`config.mk`:
```
export PLATFORM = sky130hd
export DESIGN_NAME = dram_refresh_ctrl
export DESIGN_NICKNAME = d
export VERILOG_FILES = /design/src/rtl/dram_ctrl_pkg.sv /design/src/rtl/refresh_timer.sv /design/src/rtl/addr_mux.sv /design/src/rtl/access_sequencer.sv /design/src/rtl/dram_refresh_ctrl.sv
export SDC_FILE = /design/constraint.sdc
export NUM_CORES = 1
export LEC_CHECK = 0
export ABC_AREA = 1
export BUFFER_PORTS_ARGS = -buffer_cell sky130_fd_sc_hd__buf_2
export CAP_MARGIN = 5
export CORE_MARGIN = 2
export CORE_UTILIZATION = 46
export CTS_CLUSTER_DIAMETER = 120
export DETAILED_ROUTE_END_ITERATION = 12
export MAX_ROUTING_LAYER = met4
export PLACE_DENSITY = 0.77
export SLEW_MARGIN = 20
export SYNTH_ARGS = -nofsm -noshare
export SYNTH_HDL_FRONTEND = slang
export SYNTH_SLANG_ARGS = --single-unit
```
`constraint.sdc`:
```
create_clock -name clk -period 1.5 [get_ports clk]
set_clock_uncertainty 0.1 [all_clocks]
set_input_delay 0.15 -clock clk [delete_from_list [all_inputs] [get_ports clk]]
set_output_delay 0.15 -clock clk [all_outputs]
set_load 0.02 [all_outputs]
```
`src/rtl/dram_ctrl_pkg.sv`:
```
// Package: shared sequencer state encoding for the DRAM controller.
// Assumes: one state register in access_sequencer, outputs decoded from it.
package dram_ctrl_pkg;

    typedef enum logic [2:0] {
        ST_IDLE = 3'd0,   // waiting for request or refresh
        ST_ROW  = 3'd1,   // RAS low, row address on ma
        ST_COL  = 3'd2,   // RAS low, column address on ma
        ST_CAS  = 3'd3,   // RAS and CAS low, enable driven
        ST_ACK  = 3'd4,   // acknowledge low until strobe negated
        ST_PRE  = 3'd5,   // all strobes high, precharge
        ST_RCAS = 3'd6,   // refresh: CAS low first
        ST_RRAS = 3'd7    // refresh: CAS and RAS low
    } seq_state_t;

endpackage

```
`src/rtl/refresh_timer.sv`:
```
// Module: refresh_timer
// Counts clocks and raises a sticky refresh request every PERIOD clocks.
// Assumes: take is pulsed for one clock when the sequencer accepts a request.
module refresh_timer #(
    parameter int PERIOD = 156
) (
    input  logic clk,
    input  logic rst_n,
    input  logic take,
    output logic pending
);
    localparam int CNT_W = (PERIOD > 1) ? $clog2(PERIOD) : 1;
    localparam logic [CNT_W-1:0] LAST = CNT_W'(PERIOD - 1);

    logic [CNT_W-1:0] cnt;
    logic             due;

    assign due = (cnt == LAST);

    // interval counter, wraps at PERIOD
    always_ff @(posedge clk) begin
        if (!rst_n)   cnt <= '0;
        else if (due) cnt <= '0;
        else          cnt <= cnt + 1'b1;
    end

    // sticky request: set on expiry, cleared on acceptance
    always_ff @(posedge clk) begin
        if (!rst_n) pending <= 1'b0;
        else        pending <= due | (pending & ~take);
    end


    sticky_pend_chk: assert property (@(posedge clk) disable iff (!rst_n)
        (pending && !take) |=> pending);

endmodule

```
`src/rtl/addr_mux.sv`:
```
// Module: addr_mux
// Selects the row or column field of the word address onto the array bus.
// Assumes: row field in the upper ROW_W bits, column field in the lower COL_W.
module addr_mux #(
    parameter int ROW_W = 8,
    parameter int COL_W = 8,
    localparam int ADDR_W = ROW_W + COL_W,
    localparam int MA_W = (ROW_W > COL_W) ? ROW_W : COL_W
) (
    input  logic [ADDR_W-1:0] addr,
    input  logic              sel_col,
    output logic [MA_W-1:0]   ma
);
    logic [MA_W-1:0] row_f;
    logic [MA_W-1:0] col_f;

    // zero-extend the narrower field to the bus width
    generate
        if (ROW_W == MA_W) begin : g_row_full
            assign row_f = addr[ADDR_W-1:COL_W];
        end else begin : g_row_pad
            assign row_f = {{(MA_W-ROW_W){1'b0}}, addr[ADDR_W-1:COL_W]};
        end
        if (COL_W == MA_W) begin : g_col_full
            assign col_f = addr[COL_W-1:0];
        end else begin : g_col_pad
            assign col_f = {{(MA_W-COL_W){1'b0}}, addr[COL_W-1:0]};
        end
    endgenerate

    // row/column multiplexer
    always_comb begin
        ma = sel_col ? col_f : row_f;
    end

endmodule

```
`src/rtl/access_sequencer.sv`:
```
// Module: access_sequencer
// Arbitrates refresh against master requests and sequences the strobes.
// Assumes: master holds as_n low with stable rw until ack_n is seen low.
module access_sequencer
    import dram_ctrl_pkg::*;
(
    input  logic clk,
    input  logic rst_n,
    input  logic as_n,
    input  logic rw,
    input  logic ref_pend,
    output logic ref_take,
    output logic sel_col,
    output logic ras_n,
    output logic cas_n,
    output logic we_n,
    output logic oe_n,
    output logic ack_n
);
    seq_state_t state, nxt;
    logic       rd_q;
    logic       start_acc;
    logic       in_data;

    assign ref_take  = (state == ST_IDLE) && ref_pend;
    assign start_acc = (state == ST_IDLE) && !ref_pend && !as_n;

    // next-state: refresh wins only in idle, accesses never aborted
    always_comb begin
        nxt = state;
        case (state)
            ST_IDLE: if (ref_pend)   nxt = ST_RCAS;
                     else if (!as_n) nxt = ST_ROW;
            ST_ROW:  nxt = ST_COL;
            ST_COL:  nxt = ST_CAS;
            ST_CAS:  nxt = ST_ACK;
            ST_ACK:  if (as_n) nxt = ST_PRE;
            ST_PRE:  nxt = ST_IDLE;
            ST_RCAS: nxt = ST_RRAS;
            ST_RRAS: nxt = ST_PRE;
            default: nxt = ST_IDLE;
        endcase
    end

    // state register
    always_ff @(posedge clk) begin
        if (!rst_n) state <= ST_IDLE;
        else        state <= nxt;
    end

    // capture the direction when the access is accepted
    always_ff @(posedge clk) begin
        if (!rst_n)         rd_q <= 1'b1;
        else if (start_acc) rd_q <= rw;
    end

    // strobe and enable decode from the state register
    always_comb begin
        in_data = (state == ST_CAS) || (state == ST_ACK);
        ras_n   = !((state == ST_ROW) || (state == ST_COL) || in_data ||
                    (state == ST_RRAS));
        cas_n   = !(in_data || (state == ST_RCAS) || (state == ST_RRAS));
        oe_n    = !(in_data && rd_q);
        we_n    = !(in_data && !rd_q);
        ack_n   = !(state == ST_ACK);
        sel_col = (state == ST_COL) || in_data;
    end


    we_oe_excl_chk: assert property (@(posedge clk) disable iff (!rst_n)
        !(!we_n && !oe_n));


    ack_release_chk: assert property (@(posedge clk) disable iff (!rst_n)
        (!ack_n && as_n) |=> (ack_n && ras_n && cas_n && we_n && oe_n));


    ras_precharge_chk: assert property (@(posedge clk) disable iff (!rst_n)
        $rose(ras_n) |=> ras_n);


    cbr_order_chk: assert property (@(posedge clk) disable iff (!rst_n)
        ($fell(ras_n) && !cas_n) |-> !$past(cas_n));


    row_before_col_chk: assert property (@(posedge clk) disable iff (!rst_n)
        ($fell(cas_n) && !ras_n) |-> (!$past(ras_n) && !$past(ras_n, 2)));


    refresh_first_chk: assert property (@(posedge clk) disable iff (!rst_n)
        (state == ST_IDLE && ref_pend && !as_n) |=> (!cas_n && ras_n && ack_n));


    ack_in_cycle_chk: assert property (@(posedge clk) disable iff (!rst_n)
        !ack_n |-> (!ras_n && !cas_n));

endmodule

```
`src/rtl/dram_refresh_ctrl.sv`:
```
// Module: dram_refresh_ctrl (top)
// DRAM controller: row/column access sequencing with CAS-before-RAS refresh.
// Assumes: synchronous inputs; refresh delays the acknowledge, never a retry.
module dram_refresh_ctrl #(
    parameter int ROW_W          = 8,
    parameter int COL_W          = 8,
    parameter int REFRESH_PERIOD = 156,
    localparam int ADDR_W = ROW_W + COL_W,
    localparam int MA_W   = (ROW_W > COL_W) ? ROW_W : COL_W
) (
    input  logic              clk,
    input  logic              rst_n,
    input  logic              as_n,
    input  logic              rw,
    input  logic [ADDR_W-1:0] addr,
    output logic [MA_W-1:0]   ma,
    output logic              ras_n,
    output logic              cas_n,
    output logic              we_n,
    output logic              oe_n,
    output logic              ack_n
);
    logic ref_pend;
    logic ref_take;
    logic sel_col;

    refresh_timer #(.PERIOD(REFRESH_PERIOD)) u_timer (
        .clk     (clk),
        .rst_n   (rst_n),
        .take    (ref_take),
        .pending (ref_pend)
    );

    access_sequencer u_seq (
        .clk      (clk),
        .rst_n    (rst_n),
        .as_n     (as_n),
        .rw       (rw),
        .ref_pend (ref_pend),
        .ref_take (ref_take),
        .sel_col  (sel_col),
        .ras_n    (ras_n),
        .cas_n    (cas_n),
        .we_n     (we_n),
        .oe_n     (oe_n),
        .ack_n    (ack_n)
    );

    addr_mux #(.ROW_W(ROW_W), .COL_W(COL_W)) u_mux (
        .addr    (addr),
        .sel_col (sel_col),
        .ma      (ma)
    );

endmodule

```
# After elaboration in Yosys (flattened, before gate mapping)
# Index checks and enable logic that the tools add are counted.
[op_classes]
add_sub_neg = 1
n_eq_ne = 10
mux = 5
bitwise = 4
n_reduce_logical = 23
[op_table]
columns = ["cell", "count"]
rows = [
  ["3-bit case mux with 8 select lines", 1],
  ["3-bit equality test, second input constant", 4],
  ["3-bit two-way mux", 3],
  ["8-bit by 1-bit adder with 8-bit output, second input constant", 1],
  ["8-bit equality test, second input constant", 1],
  ["1-bit logical NOT", 8],
  ["8-bit two-way mux", 1],
  ["1-bit logical OR", 7],
  ["3-bit by 2-bit equality test with 1-bit output, second input constant", 2],
  ["1-bit logical AND", 5],
  ["3-bit by 1-bit equality test with 1-bit output, second input constant", 1],
  ["3-bit logical NOT", 1],
  ["3-bit inequality test, second input constant", 1],
  ["2-bit inequality test, second input constant", 1],
  ["1-bit NOT", 2],
  ["2-bit AND reduction", 1],
  ["2-bit OR reduction", 1],
  ["1-bit AND", 1],
  ["1-bit bitwise OR", 1],
]
[word_totals]
reg_bits = 13
input_bits = 20
out_inout_bits = 13

# Logic depth before layout (Yosys ltp)
[depth]
depth_word = 5
depth_mapped = 7

# By module
# From an unflattened synthesis, not the netlist that was laid out.
[hier_totals]
hier_cells = 129
hier_area_um2 = 800.8
[modules_own_cells]
columns = ["mod", "instances", "cells_each", "area_each_um2", "seq_area_each_um2"]
rows = [
  ["refresh_timer", 1, 57, 425.4, 180.2],
  ["access_sequencer", 1, 46, 270.3, 80.1],
  ["addr_mux", 1, 26, 105.1, 0.0],
]

# Worst setup path after synthesis
# OpenSTA, ideal clock, no wires.
[synth_timing]
path_kind = "reg-to-output"
from = "register u_seq.state[1]"
to = "output ras_n"
arrival_ns = 1.299
path_slack_ns = -0.049
stages_incl_launch_ff = 6
path_cell_list = "dfxtp_1 inv_1 nand2_1 nand2_1 nor2_1 nor3_1"
[synth_via]
elab_chain_cells = 5
[synth_lines]
columns = ["item", "line_no", "rtl"]
rows = [
  ["from (decl)", "access_sequencer.sv:20", "seq_state_t state, nxt;"],
  ["from (signal assigned)", "access_sequencer.sv:48", "else state <= nxt;"],
  ["3-bit by 1-bit equality test with 1-bit output, or another cell as far along", "access_sequencer.sv:60", "ras_n = !((state == ST_ROW) || (state == ST_COL) || in_data ||"],
  ["1-bit logical OR, on equally long branches", "access_sequencer.sv:60, access_sequencer.sv:59", ""],
  ["1-bit logical OR", "access_sequencer.sv:60", ""],
  ["1-bit logical OR (*)", "access_sequencer.sv:60", ""],
  ["1-bit logical NOT (*)", "access_sequencer.sv:60", ""],
  ["to (decl)", "dram_refresh_ctrl.sv:17", "output logic ras_n,"],
]
# Every way passes the cells marked *; elsewhere a longest branch is shown, timed or not.

# Worst setup path in the final report
[layout_timing]
from = "register u_seq.state[1]"
to = "output ma[1]"
[layout_via]
elab_chain_cells = 4
[layout_lines]
columns = ["item", "line_no", "rtl"]
rows = [
  ["3-bit by 2-bit equality test with 1-bit output or 3-bit equality test (tied branches)", "access_sequencer.sv:59", "in_data = (state == ST_CAS) || (state == ST_ACK);"],
  ["1-bit logical OR", "access_sequencer.sv:59", ""],
  ["1-bit logical OR (*)", "access_sequencer.sv:66", "sel_col = (state == ST_COL) || in_data;"],
  ["8-bit two-way mux (*)", "addr_mux.sv:33", "ma = sel_col ? col_f : row_f;"],
  ["to (decl)", "dram_refresh_ctrl.sv:16", "output logic [MA_W-1:0] ma,"],
]
# Marks and branches as above.

==> summary.md <==
Global-route wire length before repair: 3190 um. Setup repair after global routing could not meet its margin everywhere. The largest single stage delay on the critical path is 0.38 ns.

The post-route antenna net violation count is 0. The top-area cell type share of the netlist area works out to 0.320. Static timing analysis puts the maximum clock frequency at 0.585 GHz.

A synthesized cell averages 6.89 sq um. The worst path needs 1.71 ns of the cycle, external delays included. For the combinational power share, the log shows 0.720.

The number of placed instances, taps included, is 168. Counting the buffers created by CTS gives 3. The final reports fail on setup timing. The aggregate routed wire length was 2160 um; the sum of net half-perimeters after detailed placement was 1350 um. Across the run, the number of max-cap violations was 0. The initial standard-cell utilization of the core was 0.481; the die footprint was 0.00212 sq mm. The number of cells on the worst reg-to-reg path is 9. For this design the ratio of total power to cell area is 2020 mW/mm^2. Kind of end point of the critical path: a primary output. The tools report the slack of the critical path as -0.208 ns. The initialized floorplan defines 15 standard-cell rows.

The data arrival time of the critical path was 1.46 ns. TritonCTS built the clock tree. At the worst endpoint, the required time is 1.25 ns.

The critical path is of the reg2out type. Along the worst path, the maximum fanout reaches 8. The repair_antennas step left the layout with diodes totalling 0. The root buffer cell chosen for the clock tree is sky130_fd_sc_hd__clkbuf_4. The overall track demand over capacity in global routing is 0.213, and the count of final max-slew check failures is 0. The maximum resistive drop on vdd is 0.00111 V, and the number of detailed-routing iterations run before antenna repair is 3. The routed wirelength normalized by instance count came out at 11.7 um. Clock latency on the worst-skew pair: 0.27 ns.

The via density per instance was 4.89. The sequential cell area was 269 sq um. For the final hold violation count, the log shows 0. When the netlist entered floorplanning its net count stood at 139.

The ratio of cells with drive above 1 in the final layout came out at 0.449. Internal power comes to 0.00131 W. The maximum buffer depth of the clock tree was 2.

The logs give 0.603 nW for the reported leakage power and 184 for the number of non-filler instances in the completed layout. Traced cell by cell, the critical path runs through nor2_4, nand2_2, o21ai_4, buf_12, nor2_8, nand2_1, nand2_1, buf_4. Busiest layer in global routing: met2. The utilization after layout was 0.727; the number of global-route vias before repair was 809.

The run gives 813 sq um as the post-synth design cell area. For the worst max-slew margin expressed relative to the limit, the log shows 0.834. The startpoint identified for the worst register-to-register timing path is u_seq.state[0]$_SDFFE_PN0P_. During synthesis, Yosys emitted a total of 0 warnings. The actual slew at the worst max-slew pin is 0.248 ns. Setup violations remaining at the end of the flow were counted as 11. After synthesis, the netlist uses 21 different library cells. The flow ran to the end, but the final reports show violations. The run gives 0.00169 sq mm as the core box area. Most prevalent standard cell on the critical path: sky130_fd_sc_hd__nand2_1. The worst-case hold slack is 0.0190 ns. For the initial antenna violation count, the log shows 0. Buffers placed on the I/O ports in this run total 32. For the maximum level of the CTS H-tree, the log shows 1. Cell taking the most area after synthesis: sky130_fd_sc_hd__dfxtp_1. Synthesis produced a netlist whose cell count is 118. The run gives 189 as the count of nets after finishing.

The logs give 0.00248 W for the final total power and 900 for the total number of vias. For this run, design rule violations remaining after detail routing come to 0. The worst hold path was traced through 2 stages.

For the detailed router's first-iteration violation count, the log shows 15. Type of the worst min-delay path: in2reg. The path with the worst hold slack has its endpoint at u_seq.rd_q$_SDFFE_PN1P_.

Summed over all layers, the global routing overflow is 0. Entering global routing, the biggest net connects 9 pins. The run gives 13 as the CTS sink count. Global routing met1 resource utilization: 0.196. Summed over all nets, the switching power comes to 0.00117 W. After clock tree synthesis, the clock-pin slew on the worst setup and hold paths is 0.07 ns.

Proportion of power drawn by the clock network: 0.083. The slowest cell on the critical path was sky130_fd_sc_hd__dfxtp_4. The height of the chip is 46.0 um, and the proportion of power drawn by flip-flops and latches is 0.197.

STA classifies the critical path startpoint as a flip-flop. After synthesis, the cell types taking the most area are sky130_fd_sc_hd__dfxtp_1 (32%), sky130_fd_sc_hd__nand2_1 (15%), sky130_fd_sc_hd__nor2_1 (9.7%), sky130_fd_sc_hd__o21ai_2 (8.6%), sky130_fd_sc_hd__nand3_1 (6.2%). The logs give 0.880 for the final RePlAce weighted congestion and 0.0278 for the met3 capacity usage during global routing.

For flop-to-flop paths, the worst setup slack is 0.21 ns. Hold repair after CTS inserted 0 buffers. The share of total power consumed by net switching is 0.470, and the die extent in x is 46.0 um.

In this run, synthesis produced a sequential element count of 13. The worst hold path begins at rst_n. The logs give 0.431 for the met2 routing resource usage after global routing and 33 for the top-level port count. The post-route fraction of the period consumed by the critical path works out to 1.14.

The run gives 0.320 as the sequential element share of the synthesized area. In the final layout, the multi-input gates occupy 531 sq um. The area growth from synthesis to layout is 50.9%. For the fill cell instance count of the final layout, the log shows 137.
[power by group through the flow]
| stage | registers (W) | clock network (W) | logic, W |
|---|---|---|---|
| 4_1_cts | 0.000470 | 0.000216 | 0.00158 |
| 6_report | 0.000488 | 0.000206 | 0.00179 |
| 3_5_place_dp | 0.000461 | 0 | 0.00129 |
| 5_1_grt | 0.000495 | 0.000232 | 0.00192 |
| 2_1_floorplan | 0.000455 | 0 | 0.000976 |
| 3_3_place_gp | 0.000458 | 0 | 0.00126 |
[registers in the layout (all words and copies together) (netlist names), named ones only]
name,flops
u_timer.cnt,8
u_timer.pending,1
u_seq.state,2
u_seq.rd_q,1
[layer usage]
metal,wire length (um),share of wire
met5,0,0
met4,16,0.0074
met3,54,0.025
met2,1260,0.58
met1,829,0.38
[area by class of cell]
type | instances | share of cell area
sequential | 13 | 0.219
clock buffer | 4 | 0.0214
tap | 17 | 0.0173
timing repair buffer | 46 | 0.274
multi-input combinational | 93 | 0.432
inverter | 11 | 0.0357
[cells in the mapped netlist, drive strengths merged]
| master | instances |
|---|---|
| nand2 | 35 |
| nor2 | 24 |
| dfxtp | 13 |
| inv | 11 |
| o21ai | 11 |
| nand3 | 10 |
| a21oi | 4 |
| nor3 | 3 |
| xor2 | 2 |
| buf | 1 |
| ha | 1 |
| nand4 | 1 |
| nor3b | 1 |
| xnor2 | 1 |
[stage by stage]
stage / cell area [sq um] / setup slack (ns) / TNS [ns]
global placement: 1000 / 0.0296 / 0
floorplan: 818 / 0.0821 / 0
CTS: 1150 / -0.192 / -1.77
global route: 1230 / -0.285 / -2.52
finish: 1230 / -0.208 / -1.72
detailed placement: 1000 / -0.00744 / -0.00799
[logic make-up (layout without fill, tap and decap cells)]
group,after synthesis,count (layout),share of synthesized area
buffers and inverters,12,61,0.0646
AO/OA/AOI/OAI,15,15,0.143
adder cells (fa/ha/maj),1,1,0.0154
XOR/XNOR,3,3,0.0323
AND/OR/NAND/NOR,74,74,0.425
flip-flops,13,13,0.320
[what timing repair did]
item / CTS / global route
endpoints found under the setup margin: 11 / 13
resized for setup: 19 / 16
buffers inserted: 8 / 4
pin swaps: 3 / 4
[critical path, delay by kind of cell (launching register included)]
kind	cells	cell delay [ns]
and+or+nand+nor	5	0.44
DFF	1	0.38
AOI/OAI and AO/OA	1	0.08
buffers and inverters	2	0.29
[how the worst max path moves through the flow]
stage               endpoint                         from
floorplan              ma[0]  u_seq.state[0]$_SDFFE_PN0P_
global placement       ma[4]  u_seq.state[0]$_SDFFE_PN0P_
detailed placement     ma[1]  u_seq.state[0]$_SDFFE_PN0P_
CTS                    ma[2]  u_seq.state[0]$_SDFFE_PN0P_
global route           ma[1]  u_seq.state[1]$_SDFFE_PN0P_
finish                 ma[1]  u_seq.state[1]$_SDFFE_PN0P_
[cells in the final DEF (no fill, tap or decap), types with 2 or more instances in the layout]
master and count:
sky130_fd_sc_hd__nand2_1 28, sky130_fd_sc_hd__buf_2 22, sky130_fd_sc_hd__nor2_1 20, sky130_fd_sc_hd__buf_4 14
sky130_fd_sc_hd__nand3_1 10, sky130_fd_sc_hd__dfxtp_1 10, sky130_fd_sc_hd__inv_1 9, sky130_fd_sc_hd__buf_6 9
sky130_fd_sc_hd__o21ai_2 8, sky130_fd_sc_hd__nand2_2 5, sky130_fd_sc_hd__a21oi_1 4, sky130_fd_sc_hd__clkbuf_4 3
sky130_fd_sc_hd__nand2_4 2, sky130_fd_sc_hd__nor2_8 2, sky130_fd_sc_hd__xor2_1 2, sky130_fd_sc_hd__o21ai_0 2
sky130_fd_sc_hd__nor3_1 2, sky130_fd_sc_hd__dfxtp_4 2
Note: power is estimated with default switching activity, not from simulation.
